`src/rtl/intc_pkg.sv`:
```
package intc_pkg;
  typedef enum logic [2:0] {
    ACC_NONE,
    ACC_MSET,
    ACC_MCLR,
    ACC_EN,
    ACC_PRIO
  } acc_e;

  localparam int unsigned DEC_BITS = 29;
  localparam int unsigned IMASK_W  = 4;
endpackage

```
`src/rtl/intc_decode.sv`:
```
module intc_decode
  import intc_pkg::*;
#(
  parameter int unsigned ADDR_W    = 32,
  parameter logic [31:0] MSET_ADDR = 32'h0000_0040,
  parameter logic [31:0] MCLR_ADDR = 32'h0000_0060,
  parameter logic [31:0] EN_ADDR   = 32'h0000_0010,
  parameter logic [31:0] PRIO_ADDR = 32'h0000_0004
) (
  input  logic [ADDR_W-1:0] addr_i,
  output acc_e              acc_o
);
  logic [DEC_BITS-1:0] a_low;
  assign a_low = addr_i[DEC_BITS-1:0];

  always_comb begin
    acc_o = ACC_NONE;
    if (a_low == MSET_ADDR[DEC_BITS-1:0])      acc_o = ACC_MSET;
    else if (a_low == MCLR_ADDR[DEC_BITS-1:0]) acc_o = ACC_MCLR;
    else if (a_low == EN_ADDR[DEC_BITS-1:0])   acc_o = ACC_EN;
    else if (a_low == PRIO_ADDR[DEC_BITS-1:0]) acc_o = ACC_PRIO;
  end
endmodule

```
`src/rtl/intc_regs.sv`:
```
module intc_regs
  import intc_pkg::*;
#(
  parameter int unsigned N_SRC  = 16,
  parameter int unsigned DATA_W = 32
) (
  input  logic              clk_i,
  input  logic              rst_ni,
  input  logic              wr_i,
  input  logic              rd_i,
  input  acc_e              acc_i,
  input  logic [DATA_W-1:0] wdata_i,
  output logic [DATA_W-1:0] rdata_o,
  output logic [N_SRC-1:0]  mask_o,
  output logic [N_SRC-1:0]  en_o,
  output logic [DATA_W-1:0] prio_o
);
  logic [N_SRC-1:0]  mask_q, en_q;
  logic [DATA_W-1:0] prio_q;
  logic [N_SRC-1:0]  wbits;

  assign wbits = wdata_i[N_SRC-1:0];

  always_ff @(posedge clk_i or negedge rst_ni) begin
    if (!rst_ni) begin
      mask_q <= '0;
      en_q   <= '0;
      prio_q <= '0;
    end else if (wr_i) begin
      case (acc_i)
        ACC_MSET: mask_q <= mask_q | wbits;
        ACC_MCLR: mask_q <= mask_q & ~wbits;
        ACC_EN:   en_q   <= wbits;
        ACC_PRIO: prio_q <= wdata_i;
        default:  ;
      endcase
    end
  end

  always_comb begin
    rdata_o = '0;
    if (rd_i) begin
      case (acc_i)
        ACC_MSET, ACC_MCLR: rdata_o = DATA_W'(mask_q);
        ACC_EN:             rdata_o = DATA_W'(en_q);
        ACC_PRIO:           rdata_o = prio_q;
        default:            rdata_o = '0;
      endcase
    end
  end

  assign mask_o = mask_q;
  assign en_o   = en_q;
  assign prio_o = prio_q;
endmodule

```
`src/rtl/intc_gate.sv`:
```
module intc_gate #(
  parameter int unsigned N_SRC   = 16,
  parameter int unsigned DATA_W  = 32,
  parameter int unsigned FIELD_W = 4
) (
  input  logic              clk_i,
  input  logic              rst_ni,
  input  logic [N_SRC-1:0]  src_lvl_i,
  input  logic [N_SRC-1:0]  mask_i,
  input  logic [N_SRC-1:0]  en_i,
  input  logic [DATA_W-1:0] prio_i,
  output logic [N_SRC-1:0]  lvl_o,
  output logic [N_SRC-1:0]  pend_o
);
  localparam int unsigned PRIO_FIELDS = DATA_W / FIELD_W;

  logic [N_SRC-1:0] lvl_q;

  // level capture: only a changed input changes state
  always_ff @(posedge clk_i or negedge rst_ni) begin
    if (!rst_ni) lvl_q <= '0;
    else if (lvl_q != src_lvl_i) lvl_q <= src_lvl_i;
  end

  for (genvar i = 0; i < N_SRC; i++) begin : g_src
    logic mask_ok, en_ok, prio_ok;
    assign mask_ok = mask_i[N_SRC-1-i];
    assign en_ok   = en_i[N_SRC-1-i];
    if (i < PRIO_FIELDS) begin : g_prio
      assign prio_ok = |prio_i[DATA_W-1-i*FIELD_W -: FIELD_W];
    end else begin : g_noprio
      assign prio_ok = 1'b1;
    end
    assign pend_o[i] = lvl_q[i] & mask_ok & en_ok & prio_ok;
  end

  assign lvl_o = lvl_q;
endmodule

```
`src/rtl/intc_pick.sv`:
```
module intc_pick
  import intc_pkg::*;
#(
  parameter int unsigned N_SRC      = 16,
  parameter int unsigned VEC_W      = 12,
  parameter logic [11:0] VEC_BASE   = 12'h200,
  parameter logic [11:0] VEC_STRIDE = 12'h020
) (
  input  logic [N_SRC-1:0]   pend_i,
  input  logic [IMASK_W-1:0] imask_i,
  output logic               irq_o,
  output logic               valid_o,
  output logic [VEC_W-1:0]   vector_o
);
  localparam int unsigned IDX_W = $clog2(N_SRC);
  localparam int unsigned CNT_W = $clog2(N_SRC + 1);

  logic [IDX_W-1:0] idx;
  logic             found;
  logic [CNT_W-1:0] pend_cnt;

  always_comb begin
    idx   = '0;
    found = 1'b0;
    for (int i = N_SRC - 1; i >= 0; i--) begin
      if (pend_i[i]) begin
        idx   = IDX_W'(i);
        found = 1'b1;
      end
    end
  end

  assign pend_cnt = CNT_W'($countones(pend_i));
  assign irq_o    = (pend_cnt != '0);
  assign valid_o  = found && (imask_i != {IMASK_W{1'b1}});
  assign vector_o = valid_o ? (VEC_W'(VEC_BASE) + VEC_W'(idx) * VEC_W'(VEC_STRIDE)) : '0;
endmodule

```
`src/rtl/intc_mask_ctrl.sv`:
```
module intc_mask_ctrl
  import intc_pkg::*;
#(
  parameter int unsigned N_SRC      = 16,
  parameter int unsigned ADDR_W     = 32,
  parameter int unsigned DATA_W     = 32,
  parameter int unsigned FIELD_W    = 4,
  parameter int unsigned VEC_W      = 12,
  parameter logic [11:0] VEC_BASE   = 12'h200,
  parameter logic [11:0] VEC_STRIDE = 12'h020,
  parameter logic [31:0] MSET_ADDR  = 32'h0000_0040,
  parameter logic [31:0] MCLR_ADDR  = 32'h0000_0060,
  parameter logic [31:0] EN_ADDR    = 32'h0000_0010,
  parameter logic [31:0] PRIO_ADDR  = 32'h0000_0004
) (
  input  logic              clk_i,
  input  logic              rst_ni,
  input  logic [N_SRC-1:0]  src_lvl_i,
  input  logic              wr_i,
  input  logic              rd_i,
  input  logic [ADDR_W-1:0] addr_i,
  input  logic [DATA_W-1:0] wdata_i,
  output logic [DATA_W-1:0] rdata_o,
  input  logic [3:0]        imask_i,
  output logic              irq_o,
  output logic              vector_valid_o,
  output logic [VEC_W-1:0]  vector_o
);
  acc_e              acc;
  logic [N_SRC-1:0]  mask_q, en_q, lvl_q, pend;
  logic [DATA_W-1:0] prio_q;

  intc_decode #(
    .ADDR_W(ADDR_W), .MSET_ADDR(MSET_ADDR), .MCLR_ADDR(MCLR_ADDR),
    .EN_ADDR(EN_ADDR), .PRIO_ADDR(PRIO_ADDR)
  ) u_dec (
    .addr_i(addr_i),
    .acc_o (acc)
  );

  intc_regs #(.N_SRC(N_SRC), .DATA_W(DATA_W)) u_regs (
    .clk_i  (clk_i),
    .rst_ni (rst_ni),
    .wr_i   (wr_i),
    .rd_i   (rd_i),
    .acc_i  (acc),
    .wdata_i(wdata_i),
    .rdata_o(rdata_o),
    .mask_o (mask_q),
    .en_o   (en_q),
    .prio_o (prio_q)
  );

  intc_gate #(.N_SRC(N_SRC), .DATA_W(DATA_W), .FIELD_W(FIELD_W)) u_gate (
    .clk_i    (clk_i),
    .rst_ni   (rst_ni),
    .src_lvl_i(src_lvl_i),
    .mask_i   (mask_q),
    .en_i     (en_q),
    .prio_i   (prio_q),
    .lvl_o    (lvl_q),
    .pend_o   (pend)
  );

  intc_pick #(
    .N_SRC(N_SRC), .VEC_W(VEC_W), .VEC_BASE(VEC_BASE), .VEC_STRIDE(VEC_STRIDE)
  ) u_pick (
    .pend_i  (pend),
    .imask_i (imask_i),
    .irq_o   (irq_o),
    .valid_o (vector_valid_o),
    .vector_o(vector_o)
  );
endmodule

```
`config.mk`:
```
export PLATFORM = sky130hd
export DESIGN_NAME = intc_mask_ctrl
export DESIGN_NICKNAME = d
export VERILOG_FILES = /design/src/rtl/intc_pkg.sv /design/src/rtl/intc_decode.sv /design/src/rtl/intc_regs.sv /design/src/rtl/intc_gate.sv /design/src/rtl/intc_pick.sv /design/src/rtl/intc_mask_ctrl.sv
export SDC_FILE = /design/constraint.sdc
export NUM_CORES = 1
export LEC_CHECK = 0
export BUFFER_PORTS_ARGS = -buffer_cell sky130_fd_sc_hd__clkbuf_2
export CORE_ASPECT_RATIO = 1.4
export CORE_UTILIZATION = 38
export DETAILED_ROUTE_END_ITERATION = 16
export MAX_ROUTING_LAYER = met4
export SYNTH_ARGS = -nofsm -noshare
export SYNTH_HDL_FRONTEND = slang
export SYNTH_SLANG_ARGS = --single-unit
```
`constraint.sdc`:
```
create_clock -name clk_i -period 5.9 [get_ports clk_i]
set_clock_uncertainty 0.2 [all_clocks]
set_input_delay 1.18 -clock clk_i [delete_from_list [all_inputs] [get_ports clk_i]]
set_output_delay 1.18 -clock clk_i [all_outputs]
set_load 0.01 [all_outputs]
```
* Word level (Yosys, flattened, before mapping)
Index checks and enable logic that the tools add are counted.
** Word-level totals
- Output and inout bits :: 46
- Word-level logic and storage cells :: 128
- Register bits after elaboration :: 80
- Bits of input ports :: 88
** Cells by class
- Reductions and logical operators :: 15
- Equality and inequality tests :: 10
- Add/sub/neg operators :: 16
- Muxes and demuxes :: 40
- Bitwise logic cells :: 43
** Operators with widths (count)
- $pmux W32 S3 :: 1
- $mux W4 :: 16
- $eq A29 B7 Y1 const B :: 2
- $and A1 B1 Y1 :: 40
- $add A5 B5 Y5 :: 7
- $mux W32 :: 1
- $pmux W16 S2 :: 1
- $reduce_or A4 Y1 :: 8
- $eq A29 B3 Y1 const B :: 1
- $eq A29 B5 Y1 const B :: 1
- $add A1 B1 Y2 :: 8
- $and A16 B16 Y16 :: 1
- $mux W1 :: 16
- $ne A16 B16 Y1 :: 1
- $not A16 Y16 :: 1
- $or A16 B16 Y16 :: 1
- $mux W12 :: 1
- $mux W3 :: 4
- $add A10 B9 Y11 const A :: 1
- $eq A3 B2 Y1 const B :: 2
- $reduce_and A2 Y1 :: 3
- $reduce_bool A5 Y1 :: 1
- $ne A4 B4 Y1 const B :: 1
- $eq A3 B1 Y1 const B :: 1
- 4 further kinds :: 4

* Depth between registers and ports, before layout
Gate-level depths: netlist of run 1.
- Depth after elaboration :: 20
- Depth in mapped cells :: 15
- Gate-level depth less buffers :: 15

* Cells and area by module
From an unflattened synthesis of run 1, not the netlist that was laid out.
** Unflattened totals
- Cells, all modules :: 436
- Area total of the unflattened synthesis :: 4862.2 um^2
** Modules (own cells, without submodules)
- intc_regs :: sequential area each 1601.5 um^2, cells each 259, instances 1, area an instance 3288.2 um^2
- intc_pick :: sequential area each 0.0 um^2, cells each 94, instances 1, area an instance 758.2 um^2
- intc_gate :: sequential area each 400.4 um^2, cells each 64, instances 1, area an instance 680.7 um^2
- intc_decode :: sequential area each 0.0 um^2, cells each 19, instances 1, area an instance 135.1 um^2

* Worst setup path after synthesis of run 1
OpenSTA, ideal clock, no wires.
- Kind :: register to output
- Start point :: register u_regs.prio_q[15], in the netlist u_regs.prio_o[15]
- End point :: output irq_o
- Path slack :: 0.487 ns
- Buffers on the path :: 0
- Required time :: 4.520 ns
- Arrival :: 4.033 ns
- Cell stages (with the launch flop) :: 15
- Cells stage by stage :: dfrtp_1 > nor4_1 > or2_2 > inv_1 > ha_1 > inv_1 > fa_1 > fa_1 > fa_1 > inv_1 > fa_1 > ha_1 > fa_1 > nor4_1 > nand2_1
** On the way
- Cells in the longest elaborated chain, start to end :: 7
** RTL lines
- from (decl) :: line intc_regs.sv:19 : logic [DATA_W-1:0] prio_q;
- from (signal assigned) :: line intc_regs.sv:34 : ACC_PRIO: prio_q <= wdata_i;
- $reduce_or A4 Y1 :: line intc_gate.sv:30 : assign prio_ok = |prio_i[DATA_W-1-i*FIELD_W -: FIELD_W];
- $and A1 B1 Y1 :: line intc_gate.sv:34 : assign pend_o[i] = lvl_q[i] & mask_ok & en_ok & prio_ok;
- $add A1 B1 Y2 (not written as such) :: line intc_pick.sv:33 : assign pend_cnt = CNT_W'($countones(pend_i));
- $add A5 B5 Y5 (not written as such) (3 in a row) :: line intc_pick.sv:33
- $reduce_bool A5 Y1 :: line intc_pick.sv:34 : assign irq_o = (pend_cnt != '0);
- to (decl) :: line intc_mask_ctrl.sv:25 : output logic irq_o,
No other way between the ends.

* Worst setup path in the final report of run 1
- Start point :: register u_regs.prio_q[12], in the netlist u_regs.prio_o[12]
- End point :: output irq_o
Same word-level chain as after synthesis.

==> results of run 1 <==
## through the flow
| stage | cells | TNS [ps] | power [mW] | hold WS, ps |
|---|---|---|---|---|
| 6_report | 690 | -94.5 | 1.11 | 313 |
| 5_1_grt | 690 | -268 | 1.15 | 335 |
| 4_1_cts | 688 | -79.4 | 1.12 | 320 |
| 3_5_place_dp | 666 | 0 | 0.624 | 299 |
| 3_3_place_gp | 666 | 0 | 0.623 | 287 |
| 2_1_floorplan | 434 | 0 | 0.581 | 273 |
## worst max path at each step
stage	start	to	depth (start not counted)
finish	u_regs.prio_o[12]	irq_o	15
global placement	u_regs.prio_o[11]	irq_o	14
floorplan	u_regs.prio_o[15]	irq_o	14
CTS	u_regs.prio_o[12]	irq_o	15
detailed placement	u_regs.prio_o[11]	irq_o	14
global route	u_regs.prio_o[12]	irq_o	15
## worst register-to-register path, cell delays in order, from the launching register on
cell	delay (ps)
dfrtp_1	410
buf_4	140
buf_4	120
mux2_2	250
## routing by layer
layer	GRT usage, %	up-vias
met4	8.14	0
met2	36.1	102
li1	-	1715
met1	22.8	1793
met5	-	-
met3	3.29	17
## cells in the mapped netlist, drive strengths merged, types with 2 or more instances
cell	instances	share of area, %
nor3	5	0.55
or2	3	0.42
nor2	51	4.2
buf	17	2.9
nor4	16	3.0
fa	11	4.9
nor4b	3	1.1
nand2	2	0.17
a21oi	22	2.4
a22oi	16	2.7
and2	16	2.2
nand3	15	1.7
and3	22	3.0
ha	15	4.2
dfrtp	80	44
mux2	48	12
a22o	16	3.1
clkbuf	25	2.1
o21ai	2	0.22
inv	25	2.1
o22ai	4	0.55
## cell families after synthesis
| kind of cell | count (synthesis) |
|---|---|
| multiplexers | 48 |
| buffers and inverters | 67 |
| XOR/XNOR | 1 |
| other | 1 |
| AND/OR/NAND/NOR | 138 |
| adder cells (fa/ha/maj) | 26 |
| flip-flops | 80 |
| AO/OA/AOI/OAI | 67 |
## cells in the final DEF, fill, tap and decap left out, drive strengths merged, types with 2 or more instances in the layout
master,instances
and2,16
nor4,16
o21ai,2
a21oi,22
fa,11
nor4b,3
nor3,5
buf,16
and3,22
inv,25
nand3,15
or2,3
a22oi,16
conb,7
o22ai,4
nand2,2
mux2,48
nor2,51
clkbuf,135
dfrtp,80
ha,15
a22o,16
clkinv,3
## layout make-up
type                       instances  area [um^2]  area share, %
multi-input combinational        287         2310           41.5
sequential                        80         2000           35.9
timing repair buffer             138          731           13.1
clock buffer                      13          240           4.31
tap                              144          180           3.23
inverter                          25         93.8           1.68
clock inverter                     3         18.8          0.336
## repair_timing
action                     4_1_cts  5_1_grt
setup buffers                    6        2
gates resized for setup         14        1
pin swaps                        5        3
setup endpoints to repair        1        1
## power by group through the flow
| stage | clock, mW | combinational [mW] | sequential [mW] |
|---|---|---|---|
| 2_1_floorplan | 0 | 0.0156 | 0.565 |
| 3_3_place_gp | 0 | 0.0565 | 0.566 |
| 3_5_place_dp | 0 | 0.0583 | 0.566 |
| 4_1_cts | 0.510 | 0.0585 | 0.556 |
| 5_1_grt | 0.532 | 0.0638 | 0.556 |
| 6_report | 0.497 | 0.0572 | 0.556 |
==> summary.md, run 1 <==
| Metric | Value |
|---|---|
| Run status | `finished, violations left` |
| Failing checks | `negative setup slack` |
| Min-Delay Endpoint | `u_regs.en_o[7]` |
| Int Pwr | `approximately 860 uW` |
| Synth Area in Adders | `9.02%` |
| Detailed placer's ending HPWL | `8310 um` |
| Final Cell Area | `5580 um^2` |
| Synth Area in Compound Gates | `between 10% and 20%` |
| Crit. End Element | `output port` |
| CTS Hold Bufs | `0` |
| Mux contribution to synthesized area | `between 10% and 20%` |
| Wire length on met3 | `437 um` |
| Row count | `46` |
| Slew HR | `31.7%` |
| Worst-Skew Late Latency | `330 ps` |
| Largest net degree at the start of global routing | `81` |
| Sw frac | `between 20% and 30%` |
| DR WL/cell | `approximately 17 um` |
| DRT Pass-1 Iters | `4` |
| Vias | `3627` |
| DRT iter0 DRCs | `165` |
| Clock Power Share | `roughly 45%` |
| Main synth FF type | `dfrtp_1` |
| Grt ovf | `0` |
| Layout cells sized above 1 | `between 30 and 40%` |
| Cell family with most CP delay | `adder cells` |
| Kind of critical path | `reg2out` |
| Nets | `655` |
| DR vias/cell | `5.26` |
| Clock buffer depth | `2` |
| Largest family of logic cells by synthesized area | `simple AND/OR/NAND/NOR gates` |
| Arrival @ worst endpoint | `4610 ps` |
| # fillers | `1077` |
| Antenna viol nets, final | `0` |
| Startpoint types | `flop` |
| Synth Register Bits | `80` |
| Worst path most repeated cell | `fa_1` |
| Reg power frac | `between 50 and 60%` |
| CTS Buf Count | `9` |
| I/O Buffers | `123` |
| Req. time, crit path | `4520 ps` |
| Starting Density | `39.5%` |
| Met2 WL post-DR | `6390 um` |
| Mapped Area | `4520 um^2` |
| Peak supply drop | `0.148 mV` |
| Setup ws final | `-94.5 ps` |
| RSZ-0062 raised after global routing | `true` |
| Post-synth EDFFs | `0` |
| Max Cap Viol | `0` |
| Sequential share of the synthesized area | `~44%` |
| Hold Violations, Final | `0` |
| WHS Path Cells | `1` |
| Internal reg-to-reg setup slack | `4660 ps` |
| Hold WC Path Type | `reg2reg` |
| Fin crit share | `102%` |
| Top routing layer used | `met4` |
| Worst path bufs/invs | `4` |
| LEAKAGE | `around 3 nW` |
| Avg Inst Size Synth | `10.6 um^2` |
| CP Max Fanout | `2` |
| F_max | `0.167 GHz` |
| GRT Overall Usage | `around a fifth` |
| Area grow syn2layout | `23.4%` |
| DRC Markers | `0` |
| Final WL | `11700 um` |
| Critical R2R Launch | `u_regs.prio_o[12]` |
| CP cell instances | `nor4_4 -> or2_4 -> inv_1 -> ha_1 -> inv_1 -> fa_1 -> fa_1 -> fa_1 -> inv_1 -> fa_1 -> ha_2 -> fa_1 -> nor4_2 -> nand2_1 -> clkbuf_2` |
| # IOs | `134` |
| Htree depth | `3` |
| Pre-CTS WS | `111 ps` |
| Root buffer cell | `clkbuf_16` |
| Final setup fails | `1` |
| N_diodes | `0` |
| Worst-Margin Slew | `1020 ps` |
| Clk sinks | `80` |
| Max stage delay cell, worst path | `fa_1` |
| Metal1 wirelength | `4670 um` |
| Reg-to-Reg End | `u_regs.prio_o[12]` |
| Final GP Congestion | `0.816` |
| Unique masters post-synth | `between 40 and 50` |
| Vias in the first global route | `3811` |
| Total die area | `between 10000 and 15000 um^2` |
| Synth Area in XOR/XNOR | `0.194%` |
| First-pass GRT wire length | `about 18000 um` |
| Combinational fraction of design power | `5.1%` |
| Psw | `around 250 uW` |
| Initial antenna violation count | `0` |
| FF-to-FF path depth | `3` |
| Die width | `94.2 um` |
| Dpl cell area | `5180 um^2` |
| CP max stage delay | `540 ps` |
| Cells after Synth | `around 430` |
| Synth Area in Simple Gates | `roughly 17%` |
| Die height | `roughly 130 um` |
| Post-synth ARST share | `between 90% and 100%` |
| Core region area | `11500 um^2` |
| CTS tree | `done` |
| Final worst path period need | `about 6000 ps` |
| Clock-pin slew on the worst setup and hold paths | `60 ps` |
| Final core utilization | `48.7%` |
| Worst Hold Launch | `u_regs.en_o[7]` |
| Pins Over Slew Limit | `0` |
| Yosys warns | `0` |
| Power Density | `about 200 nW/um^2` |
Power figures use the tool's default switching activity.
==> run 2, diff against run 1 <==
--- a/config.mk
+++ b/config.mk
@@ -5,11 +5,11 @@
 export SDC_FILE = /design/constraint.sdc
 export NUM_CORES = 1
 export LEC_CHECK = 0
+export ABC_CLOCK_PERIOD_IN_PS = 6600
 export BUFFER_PORTS_ARGS = -buffer_cell sky130_fd_sc_hd__clkbuf_2
 export CORE_ASPECT_RATIO = 1.4
 export CORE_UTILIZATION = 38
 export DETAILED_ROUTE_END_ITERATION = 16
-export MAX_ROUTING_LAYER = met4
 export SYNTH_ARGS = -nofsm -noshare
 export SYNTH_HDL_FRONTEND = slang
 export SYNTH_SLANG_ARGS = --single-unit
==> constraint.sdc (replaced) <==
create_clock -name clk_i -period 6.6 [get_ports clk_i]
set_clock_uncertainty 0.2 [all_clocks]
set_input_delay 1.32 -clock clk_i [delete_from_list [all_inputs] [get_ports clk_i]]
set_output_delay 1.32 -clock clk_i [all_outputs]
set_load 0.01 [all_outputs]
==> run 2 against run 1 <==
Net effect:
- the flow now finishes without violations
- sequential cell count unchanged
- cell area fell by 2.4%
- final cell count decreased by 1.3%
- sequential share of layout area is 0.88 points higher
- clock-buffer cell count unchanged
- power shrank 9.7%
- first-iteration DRC count decreased by 18%
- hold slack worse by 7.8 ps
- critical endpoint unchanged
- largest power group unchanged
- highest routed layer unchanged
==> summary.md, run 2 (same netlist as run 1, synthesis figures left out) <==
| Metric | Value |
|---|---|
| CP Max Fanout | `3 (was 2)` |
| Peak supply drop | `0.142 mV (was 0.148 mV)` |
| Starting Density | `39.5% (unchanged)` |
| Max stage delay cell, worst path | `fa_1 (unchanged)` |
| Hold WC Path Type | `reg2reg (unchanged)` |
| Antenna viol nets, final | `0 (unchanged)` |
| Worst path bufs/invs | `4 (unchanged)` |
| DR vias/cell | `5.27 (was 5.26)` |
| CTS tree | `done (unchanged)` |
| Vias in the first global route | `3741 (was 3811)` |
| Row count | `46 (unchanged)` |
| Multi-input combinational cell area | `2240 um^2 (was 2310 um^2)` |
| Setup ws final | `367 ps (was -94.5 ps)` |
| Final setup fails | `0 (was 1)` |
| Commonest non-fill, non-tap cell in the layout | `clkbuf_2 (unchanged)` |
| Final WL | `11400 um (was 11700 um)` |
| Worst path most repeated cell | `fa_1 (unchanged)` |
| Root buffer cell | `clkbuf_16 (unchanged)` |
| DRT Pass-1 Iters | `5 (was 4)` |
| I/O Buffers | `123 (unchanged)` |
| LEAKAGE | `2.85 nW (was 2.92 nW)` |
| Run status | `completed (was finished, violations left)` |
| Req. time, crit path | `5080 ps (was 4520 ps)` |
| Final worst path period need | `6230 ps` |
| Layout cells sized above 1 | `35.4% (was 37.9%)` |
| CP max stage delay | `550 ps (was 540 ps)` |
| Power Density | `184 nW/um^2 (was 199 nW/um^2)` |
| DR WL/cell | `16.8 um (was 16.9 um)` |
| Crit. End Element | `output port (unchanged)` |
| Die width | `94.2 um (unchanged)` |
| Detailed placer's ending HPWL | `8440 um (was 8310 um)` |
| Clk sinks | `80 (unchanged)` |
| Slew HR | `28.2% (was 31.7%)` |
| Final TNS setup | `0 ps (was -94.5 ps)` |
| Die height | `131 um (unchanged)` |
| Total die area | `12300 um^2 (unchanged)` |
| Cell family with most CP delay | `adder cells (unchanged)` |
| DRC Markers | `0 (unchanged)` |
| Kind of critical path | `reg2out (unchanged)` |
| Core region area | `11500 um^2 (unchanged)` |
| Grt ovf | `0 (unchanged)` |
| Post-CTS Setup Inserts | `0 (was 6)` |
| F_max | `~0.16 GHz` |
| Initial antenna violation count | `0 (unchanged)` |
| Hold Violations, Final | `0 (unchanged)` |
| Nets | `646 (was 655)` |
| GRT Overall Usage | `19.8% (was 20.4%)` |
| Final GP Congestion | `0.812 (was 0.816)` |
| Arrival @ worst endpoint | `4710 ps (was 4610 ps)` |
| RSZ-0062 raised after global routing | `false (was true)` |
| Worst-Margin Slew | `1070 ps (was 1020 ps)` |
| Pins Over Slew Limit | `0 (unchanged)` |
| DRT iter0 DRCs | `136 (was 165)` |
| Most frequent cells in the layout | `122 x clkbuf_2, 80 x dfrtp_1, 51 x nor2_1, 37 x mux2_2, 25 x inv_1 (was 122 x clkbuf_2, 80 x dfrtp_1, 49 x nor2_1, 37 x mux2_2, 25 x inv_1)` |
| # IOs | `134 (unchanged)` |
| Startpoint types | `flop (unchanged)` |
| Clock buffer depth | `2 (unchanged)` |
| Worst-Skew Late Latency | `340 ps (was 330 ps)` |
| Hold slack | `305 ps (was 313 ps)` |
| # fillers | `1111 (was 1077)` |
| Area grow syn2layout | `20.4% (was 23.4%)` |
| CTS Hold Bufs | `0 (unchanged)` |
| Clock-pin slew on the worst setup and hold paths | `60 ps (about the same)` |
| First-pass GRT wire length | `18300 um (was 18500 um)` |
| Largest net degree at the start of global routing | `81 (unchanged)` |
| Fin crit share | `between 90% and 100%` |
| Resized Gates After CTS | `0 (was 14)` |
| Register area | `2000 um^2 (unchanged)` |
| Internal reg-to-reg setup slack | `5600 ps (was 4660 ps)` |
| N_diodes | `0 (unchanged)` |
| CP cell instances | `nor4_1 -> or2_2 -> inv_1 -> ha_1 -> inv_1 -> fa_1 -> fa_1 -> fa_1 -> inv_1 -> fa_1 -> ha_1 -> fa_1 -> nor4_1 -> nand2_1 -> clkbuf_2 (was nor4_4 -> or2_4 -> inv_1 -> ha_1 -> inv_1 -> fa_1 -> fa_1 -> fa_1 -> inv_1 -> fa_1 -> ha_2 -> fa_1 -> nor4_2 -> nand2_1 -> clkbuf_2)` |
| CTS Buf Count | `9 (unchanged)` |
| Htree depth | `3 (unchanged)` |
| Pre-CTS WS | `622 ps (was 111 ps)` |
| Max Cap Viol | `0 (unchanged)` |
| Vias | `3590 (was 3627)` |
-- run 2: changes by cell type in the layout (fill, tap and decap cells not counted), sizes merged --
| cell | delta |
|---|---|
| buf | -9 |
| clkinv | -1 |
| clkinvlp | +1 |
-- run 2: power breakdown --
group	internal (mW)	switching, mW
clock	0.264	0.190
combinational	0.0206	0.0304
sequential	0.496	0.00173
-- run 2: layout make-up --
cell class / instances / area share, %
Inverter: 25 / 1.72
Clock buffer: 13 / 4.60
Clock inverter: 3 / 0.322
Timing Repair Buffer: 129 / 12.2
Tap cell: 144 / 3.31
Sequential cell: 80 / 36.8
Multi-Input combinational cell: 287 / 41.1
-- run 2: path summary, 6_finish.rpt --
kind | startpoint | end | cells past startpoint
worst min register to register | u_regs.en_o[6] | u_regs.en_o[6] | 1
min in group asynchronous | rst_ni | u_regs.en_o[1] | 1
worst max-delay path | u_regs.prio_o[15] | irq_o | 15
max in group asynchronous | rst_ni | u_regs.prio_o[28] | 1
worst max register to register | u_regs.en_o[14] | u_regs.en_o[14] | 1
worst min-delay path | u_regs.en_o[6] | u_regs.en_o[6] | 1
-- run 2: through the flow --
step / total power, mW / utilization [%] / area (um^2) / instances
4_1_cts: 1.01 / 47.5 / 5440 / 681
3_3_place_gp: 0.557 / 45.1 / 5170 / 665
6_report: 1.00 / 47.5 / 5440 / 681
5_1_grt: 1.04 / 47.5 / 5440 / 681
2_1_floorplan: 0.519 / - / 4540 / 434
3_5_place_dp: 0.558 / 45.1 / 5170 / 665
-- run 2: layer usage --
layer	routed length, um	vias to the layer above	global-route usage [%]
met3	531	12	3.63
met4	183	0	7.42
met1	4440	1772	22.6
met2	6300	106	36.5
met5	0	-	0
li1	-	1700	-
